File: config.mk
export PLATFORM = sky130hd
export DESIGN_NAME = prog_timer
export DESIGN_NICKNAME = d
export VERILOG_FILES = /design/src/rtl/ptm_pkg.sv /design/src/rtl/ptm_divider.sv /design/src/rtl/ptm_counter.sv /design/src/rtl/prog_timer.sv
export SDC_FILE = /design/constraint.sdc
export NUM_CORES = 1
export LEC_CHECK = 0
export ABC_AREA = 0
export BUFFER_PORTS_ARGS = -buffer_cell sky130_fd_sc_hd__buf_2
export CAP_MARGIN = 40
export CORE_ASPECT_RATIO = 0.6
export CORE_MARGIN = 4
export CORE_UTILIZATION = 25
export CTS_CLUSTER_SIZE = 8
export DETAILED_ROUTE_END_ITERATION = 10
export HOLD_SLACK_MARGIN = 0.03
export SYNTH_ARGS = -nofsm -noshare
export SYNTH_HDL_FRONTEND = slang
export SYNTH_SLANG_ARGS = --single-unit
File: constraint.sdc
create_clock -name clk -period 2.7 [get_ports clk]
set_input_delay 0.27 -clock clk [delete_from_list [all_inputs] [get_ports clk]]
set_output_delay 0.27 -clock clk [all_outputs]
set_load 0.03 [all_outputs]
File: src/rtl/ptm_pkg.sv
package ptm_pkg;

  typedef enum logic [1:0] {
    RATE_1024 = 2'b00,
    RATE_16   = 2'b01,
    RATE_64   = 2'b10,
    RATE_256  = 2'b11
  } rate_e;

  // Number of divider low bits that make up one step period.
  function automatic int unsigned rate_bits(rate_e r);
    case (r)
      RATE_16:  return 4;
      RATE_64:  return 6;
      RATE_256: return 8;
      default:  return 10;
    endcase
  endfunction

  // All-ones pattern over those low bits.
  function automatic logic [31:0] rate_mask(rate_e r);
    return (32'd1 << rate_bits(r)) - 32'd1;
  endfunction

endpackage

File: src/rtl/ptm_divider.sv
module ptm_divider
  import ptm_pkg::*;
#(
  parameter int DIV_W = 16
) (
  input  logic             clk,
  input  logic             rst_n,
  input  logic             cke_i,
  input  logic             clr_i,
  input  logic             en_i,
  input  rate_e            rate_i,
  output logic [DIV_W-1:0] div_o,
  output logic             tick_o
);

  logic [DIV_W-1:0] div_q;
  logic [DIV_W-1:0] tap_mask;

  assign tap_mask = DIV_W'(rate_mask(rate_i));

  // A step is taken on the edge where the selected low bits roll over.
  assign tick_o = cke_i && !clr_i && en_i && ((div_q & tap_mask) == tap_mask);

  always_ff @(posedge clk or negedge rst_n) begin
    if (!rst_n)     div_q <= '0;
    else if (clr_i) div_q <= '0;
    else if (cke_i) div_q <= div_q + 1'b1;
  end

  assign div_o = div_q;

endmodule

File: src/rtl/ptm_counter.sv
module ptm_counter #(
  parameter int W = 8
) (
  input  logic         clk,
  input  logic         rst_n,
  input  logic         tick_i,
  input  logic         wr_i,
  input  logic [W-1:0] wdata_i,
  input  logic [W-1:0] reload_i,
  output logic [W-1:0] cnt_o,
  output logic         ovf_o
);

  localparam logic [W-1:0] TOP = '1;

  logic [W-1:0] cnt_q;

  assign ovf_o = tick_i && !wr_i && (cnt_q == TOP);

  always_ff @(posedge clk or negedge rst_n) begin
    if (!rst_n)      cnt_q <= '0;
    else if (wr_i)   cnt_q <= wdata_i;
    else if (ovf_o)  cnt_q <= reload_i;
    else if (tick_i) cnt_q <= cnt_q + 1'b1;
  end

  assign cnt_o = cnt_q;

endmodule

File: src/rtl/prog_timer.sv
module prog_timer
  import ptm_pkg::*;
#(
  parameter int ADDR_W   = 8,
  parameter int DATA_W   = 8,
  parameter int DIV_W    = 16,
  parameter int BASE_OFF = 4
) (
  input  logic              clk,
  input  logic              rst_n,
  input  logic              cke,
  input  logic [ADDR_W-1:0] addr,
  input  logic [DATA_W-1:0] wdata,
  input  logic              we,
  output logic [DATA_W-1:0] rdata,
  output logic              irq
);

  localparam int CTRL_W   = 3;
  localparam int CTRL_PAD = DATA_W - CTRL_W;
  localparam logic [ADDR_W-1:0] A_DIV  = ADDR_W'(BASE_OFF);
  localparam logic [ADDR_W-1:0] A_CNT  = ADDR_W'(BASE_OFF + 1);
  localparam logic [ADDR_W-1:0] A_MOD  = ADDR_W'(BASE_OFF + 2);
  localparam logic [ADDR_W-1:0] A_CTRL = ADDR_W'(BASE_OFF + 3);

  // Named internal events, also observed by the checker.
  logic              div_clr, cnt_wr, mod_wr, ctrl_wr;
  logic              tick, ovf;
  logic [DIV_W-1:0]  div_q;
  logic [DATA_W-1:0] cnt_q, mod_q;
  logic [CTRL_W-1:0] ctrl_q;
  logic              irq_q;

  assign div_clr = we && (addr == A_DIV);
  assign cnt_wr  = we && (addr == A_CNT);
  assign mod_wr  = we && (addr == A_MOD);
  assign ctrl_wr = we && (addr == A_CTRL);

  ptm_divider #(.DIV_W(DIV_W)) u_div (
    .clk    (clk),
    .rst_n  (rst_n),
    .cke_i  (cke),
    .clr_i  (div_clr),
    .en_i   (ctrl_q[2]),
    .rate_i (rate_e'(ctrl_q[1:0])),
    .div_o  (div_q),
    .tick_o (tick)
  );

  ptm_counter #(.W(DATA_W)) u_cnt (
    .clk      (clk),
    .rst_n    (rst_n),
    .tick_i   (tick),
    .wr_i     (cnt_wr),
    .wdata_i  (wdata),
    .reload_i (mod_q),
    .cnt_o    (cnt_q),
    .ovf_o    (ovf)
  );

  always_ff @(posedge clk or negedge rst_n) begin
    if (!rst_n) begin
      mod_q  <= '0;
      ctrl_q <= '0;
      irq_q  <= 1'b0;
    end else begin
      if (mod_wr)  mod_q  <= wdata;
      if (ctrl_wr) ctrl_q <= wdata[CTRL_W-1:0];
      irq_q <= ovf;
    end
  end

  always_comb begin
    case (addr)
      A_DIV:   rdata = div_q[DIV_W-1 -: DATA_W];
      A_CNT:   rdata = cnt_q;
      A_MOD:   rdata = mod_q;
      A_CTRL:  rdata = {{CTRL_PAD{1'b1}}, ctrl_q};
      default: rdata = '1;
    endcase
  end

  assign irq = irq_q;

endmodule

==> results of run 1 <==
==> cell type report <==
type	instances	area, um2
fill	890	6020
multi-input combinational	179	1320
sequential	36	901
timing repair buffer	33	193
clock buffer	7	153
tap	112	140
inverter	6	22.5
==> registers in the layout, summed over array words and instances (netlist names) <==
signal       cells
mod_q            8
irq              1
u_cnt.cnt_o      8
u_div.div_o     16
ctrl_q           3
==> layer usage <==
metal  global-route usage  part of all wire  vias to the layer above
li1                     -                 -                      897
met1                0.192              0.55                      856
met2                0.158              0.35                       66
met3               0.0357             0.078                        9
met4               0.0451             0.016                        0
met5                    0                 0                        -
==> synthesized netlist by cell type (4+ instances only) <==
cell | instances | area share
ha_1 | 8 | 0.043
mux2_2 | 12 | 0.059
o31ai_2 | 4 | 0.022
dfrtp_1 | 36 | 0.39
buf_2 | 6 | 0.013
and4_1 | 6 | 0.023
o22ai_1 | 5 | 0.014
o21ai_0 | 5 | 0.011
nand2_1 | 26 | 0.042
inv_1 | 6 | 0.0098
nor2_1 | 22 | 0.036
nand2b_1 | 4 | 0.011
nand4_1 | 7 | 0.019
a31oi_1 | 5 | 0.014
xnor2_1 | 7 | 0.027
nand3_1 | 9 | 0.020
xor2_1 | 9 | 0.034
a21oi_1 | 6 | 0.013
==> kinds of logic (layout without fill, tap and decap cells) <==
kind of cell / count (synthesis) / count (layout) / synth area share
adders and majority gates: 8 / 8 / 0.0435
DFF: 36 / 36 / 0.391
xor gates and xnor gates: 16 / 16 / 0.0609
AOI/OAI and AO/OA: 36 / 36 / 0.122
buffers and inverters: 16 / 46 / 0.0342
and+or+nand+nor: 98 / 98 / 0.233
muxes: 21 / 21 / 0.116
==> per-stage QoR <==
stage	util	setup slack (ns)	instance area [um2]	std cells
after detailed placement	0.294	0.454	2570	365
after floorplan	-	0.768	2300	231
final	0.312	0.437	2730	373
after CTS	0.312	0.444	2730	373
after global routing	0.312	0.245	2730	373
after global placement	0.291	0.539	2550	364
==> worst min-delay path by stage <==
| stage | slack, ns | depth (start not counted) | to | startpoint |
|---|---|---|---|---|
| 6_report | 0.21 | 3 | u_cnt.cnt_o[6] | wdata[6] |
| 2_1_floorplan | -0.03 | 0 | ctrl_q[0] | rst_n |
| 3_3_place_gp | 0.42 | 1 | mod_q[0] | rst_n |
| 5_1_grt | 0.22 | 2 | mod_q[4] | wdata[4] |
| 3_5_place_dp | 0.25 | 2 | mod_q[0] | rst_n |
| 4_1_cts | 0.21 | 3 | u_cnt.cnt_o[6] | wdata[6] |
==> worst max-delay path, delay by kind of cell, from the launching register on <==
family / cells / cell delay (ns)
adders and majority gates: 1 / 0.23
and+or+nand+nor: 1 / 0.44
xor gates and xnor gates: 1 / 0.17
buffers and inverters: 1 / 0.12
DFF: 1 / 0.40
AOI/OAI and AO/OA: 3 / 0.79
==> what timing repair did <==
item,in CTS,in global routing
buffers inserted,0,0
hold buffers,1,0
hold endpoints to repair,36,0
==> where the power goes <==
part	total, uW	switching, uW	internal (uW)
clock	614	226	387
sequential	691	82.7	609
combinational	245	132	112
total	1550	442	1110
==> run metrics, run 1 <==
type of the most critical hold path in -> reg; Worst Setup SP ctrl_q[0]; Async SR Flop Fraction 1.00; Total Routing Usage GR 0.124; via count 1828; DRC viols 0; Crit path largest cell delay 0.45 ns; # setup viols final 0; CTS max path bufs 2; Max FO, Critical Path 11; reg2reg end u_cnt.cnt_o[4]; clk root buf clkbuf_16; Synth-to-Final Area Change 18.6%; Crit Path Class reg -> reg; Die X 132 um; Rows 26; headroom to the max-slew limit 0.680; via/cell ratio 4.90; RSZ-0062 raised after global routing false; Post-DRT Antenna Nets 0; I/O pins 29; Post-Syn Area per Cell 9.97 um2; R2R depth 7; 1st-pass router iterations 4; GP Congestion 0.844; most common cell after layout, fill and taps aside dfrtp_1; DP HPWL 4640 um; TritonCTS clock tree done; synth warn 0; clock buffer count from CTS 5; wire length of the first global-routing pass 10300 um; WL final 6100 um; Tmin final 2.26 ns; H-Tree Level Count 2; CTS sink count 36; FF-to-FF Start ctrl_q[0]; CP Data Arrival Time 2.44 ns; Cell Chain, Critical Path inv_1, ha_1, xor2_1, a2111oi_2, and2_1, a31oi_1, a22o_1; Leak Pwr 0.00120 uW; most frequent cells in the layout dfrtp_1 (36), buf_2 (28), nand2_1 (26), nor2_1 (22), mux2_2 (12); number of global-route vias before repair 1899; CTS-repair resized insts 0; setup TNS 0 ns; VDD IR max 278 uV; max-slew violation count 0; Critical-path top delay cell a2111oi_2; average wire per cell in the routed design 16.3 um; WHS 0.208 ns; total gr overflow 0; Die Area 10900 um2; clock skew 0.00469 ns; Least-Margin Pin Slew 0.479 ns; Final Hold Fails 0; largest net degree at the start of global routing 37; Critical Path RT 2.88 ns; fmax 0.442 GHz; PortBufs 28; Reg2Reg Setup Slack 0.44 ns; CP Capture Point u_cnt.cnt_o[4]; Final period util 0.838; status completed; initial antenna violation count 0; Total Nets Final 289; CP endpoint kind flop; synth unique cells 46; PD cells 567 nW/um2; Post-synth EDFFs 0; register area share after synthesis 0.391; Primary FF master, synth dfrtp_1; Synth Instances 231; Reg clk slew, reported paths 0.05 ns; drt first-iter violations 218; core area 8750 um2; Syn Nets 259; Ant. Diodes 0; synthesized flop and latch total 36; Max Cap Viol 0; Worst-Skew Late Latency 0.29 ns; Design Power 1550 uW; Die Ht 82.3 um; fraction of layout cells with a size suffix above 1 0.257; Startpoint Class flop; Initial Utilization 0.263; synthesized area 2300 um2
No activity file was read; power rests on OpenSTA's default activity.
==> run 2, diff against run 1 <==
==> constraint.sdc (replaced) <==
create_clock -name clk -period 2.08 [get_ports clk]
set_input_delay 0.208 -clock clk [delete_from_list [all_inputs] [get_ports clk]]
set_output_delay 0.208 -clock clk [all_outputs]
set_load 0.03 [all_outputs]
==> run 2 against run 1 <==
  * Non-clock buffer count increased by 10
  * Core utilization grew 1.7 points
  * Clock power is 41% higher
  * Via count increased by 3.9%
  * Power is 35% higher
  * Clock-buffer cell count down 1
  * Largest cell class unchanged
==> run metrics, run 2 (synthesis gave the netlist of run 1 again) <==
status completed; Final period util 0.963; CTS max path bufs 2; initial antenna violation count 0; number of flip-flops under the largest register name 16; headroom to the max-slew limit 0.723; GP Congestion 0.859; final instance area 2880 um2; Final Hold Fails 0; Max FO, Critical Path 3; clk root buf clkbuf_16; max-slew violation count 0; fraction of layout cells with a size suffix above 1 0.298; drt first-iter violations 101; # placed instances 373; Critical Path Most Common Cell buf_4; Die Ht 82.3 um; via/cell ratio 4.95; sequential cell area 901 um2; Filler cells 889; TritonCTS clock tree done; Tmin final 2.00 ns; Crit path largest cell delay 0.40 ns; WL final 6280 um; Die Area 10900 um2; CP Data Arrival Time 2.16 ns; wire length of the first global-routing pass 10200 um; total gr overflow 0; Total Routing Usage GR 0.122; Critical Path RT 2.24 ns; Design Power 2090 uW; Reg2Reg Setup Slack 0.08 ns; Initial Utilization 0.263; most common cell after layout, fill and taps aside dfrtp_1; clock skew 0.00378 ns; largest net degree at the start of global routing 36; DP HPWL 4920 um; Total Nets Final 299; PortBufs 28; Rows 26; DRC viols 0; number of global-route vias before repair 1875; Post-DP Area 2650 um2; Reg clk slew, reported paths 0.06 ns; Core Util, Final 0.330; most frequent cells in the layout dfrtp_1 (36), buf_2 (28), nand2_1 (26), nor2_1 (22), mux2_2 (12); Die X 132 um; Least-Margin Pin Slew 0.414 ns; core area 8750 um2; PD cells 726 nW/um2; CTS sink count 36; Leak Pwr 0.00127 uW; Worst-Skew Late Latency 0.29 ns; fmax 0.499 GHz; 1st-pass router iterations 4; H-Tree Level Count 2; I/O pins 29; CP endpoint kind flop; average wire per cell in the routed design 16.3 um; Synth-to-Final Area Change 25.3%; type of the most critical hold path in -> reg; Crit Path Class reg -> reg; Max Cap Viol 0; clock buffer count from CTS 5; Post-DRT Antenna Nets 0; Multi-input gate area 1360 um2; Cell Chain, Critical Path buf_4, ha_1, and2_4, a2111oi_4, nand2_1, buf_4, nor4_2; Startpoint Class flop; # setup viols final 0; via count 1899; Ant. Diodes 0; Layout Cells excl Fill 384; Critical-path top delay cell a2111oi_4; VDD IR max 529 uV
run 2: cell types whose count changed in the layout (fill, tap and decap cells not counted), sizes merged:
cell / before / now
buf: 32 / 42
bufinv: 0 / 1
clkbuf: 7 / 6
clkinv: 0 / 1
run 2: worst paths after layout:
path | end | from | cells after the start
worst min-delay path | u_cnt.cnt_o[6] | wdata[6] | 3
worst max register to register | irq | ctrl_q[0] | 7
worst max-delay path | irq | ctrl_q[0] | 7
min in group asynchronous | irq | rst_n | 2
max in group asynchronous | ctrl_q[0] | rst_n | 3
worst min register to register | mod_q[4] | mod_q[4] | 1
run 2: routing by layer:
metal | up-vias | part of all wire | GRT usage
met4 | 0 | 0.0099 | 0.0346
met3 | 7 | 0.085 | 0.0400
met1 | 907 | 0.54 | 0.186
met2 | 65 | 0.36 | 0.159
met5 | - | 0 | 0
li1 | 920 | - | -
run 2: worst max-delay path, delay by kind of cell (launching register included):
kind	cells	cell delay, ns
simple gates	3	0.62
flops	1	0.37
compound gates	1	0.40
buf+inv	2	0.31
fa+ha+maj	1	0.18
run 2: timing repair:
item / 4_1_cts / 5_1_grt
hold buffers: 1 / 0
setup buffers: 1 / 1
pin swaps: 2 / 4
resized for setup: 1 / 8
hold endpoints to repair: 36 / 0
setup endpoints to repair: 1 / 8
run 2: cell type report:
cell class / count / area share
repair buffers: 43 / 0.103
clock inverters: 2 / 0.0121
clock buffers: 6 / 0.0447
multi-input cells: 179 / 0.472
inverters: 6 / 0.00781
well taps: 112 / 0.0486
flip-flops and latches: 36 / 0.312
run 2: through the flow:
step | hold WS (ns) | setup WS, ns | setup TNS (ns)
3_3_place_gp | 0.360 | -0.0483 | -0.0483
5_1_grt | 0.152 | -0.00587 | -0.00587
3_5_place_dp | 0.00623 | -0.148 | -0.148
6_report | 0.147 | 0.0777 | 0
2_1_floorplan | -0.0876 | 0.148 | 0
4_1_cts | 0.144 | 0.0275 | 0
run 2: report_power, final:
part | switching [uW] | total, uW | internal, uW | leakage, uW
logic | 184 | 338 | 155 | 0.000713
registers | 102 | 892 | 790 | 0.000472
clock network | 300 | 863 | 564 | 0.0000808
total | 585 | 2090 | 1510 | 0.00127
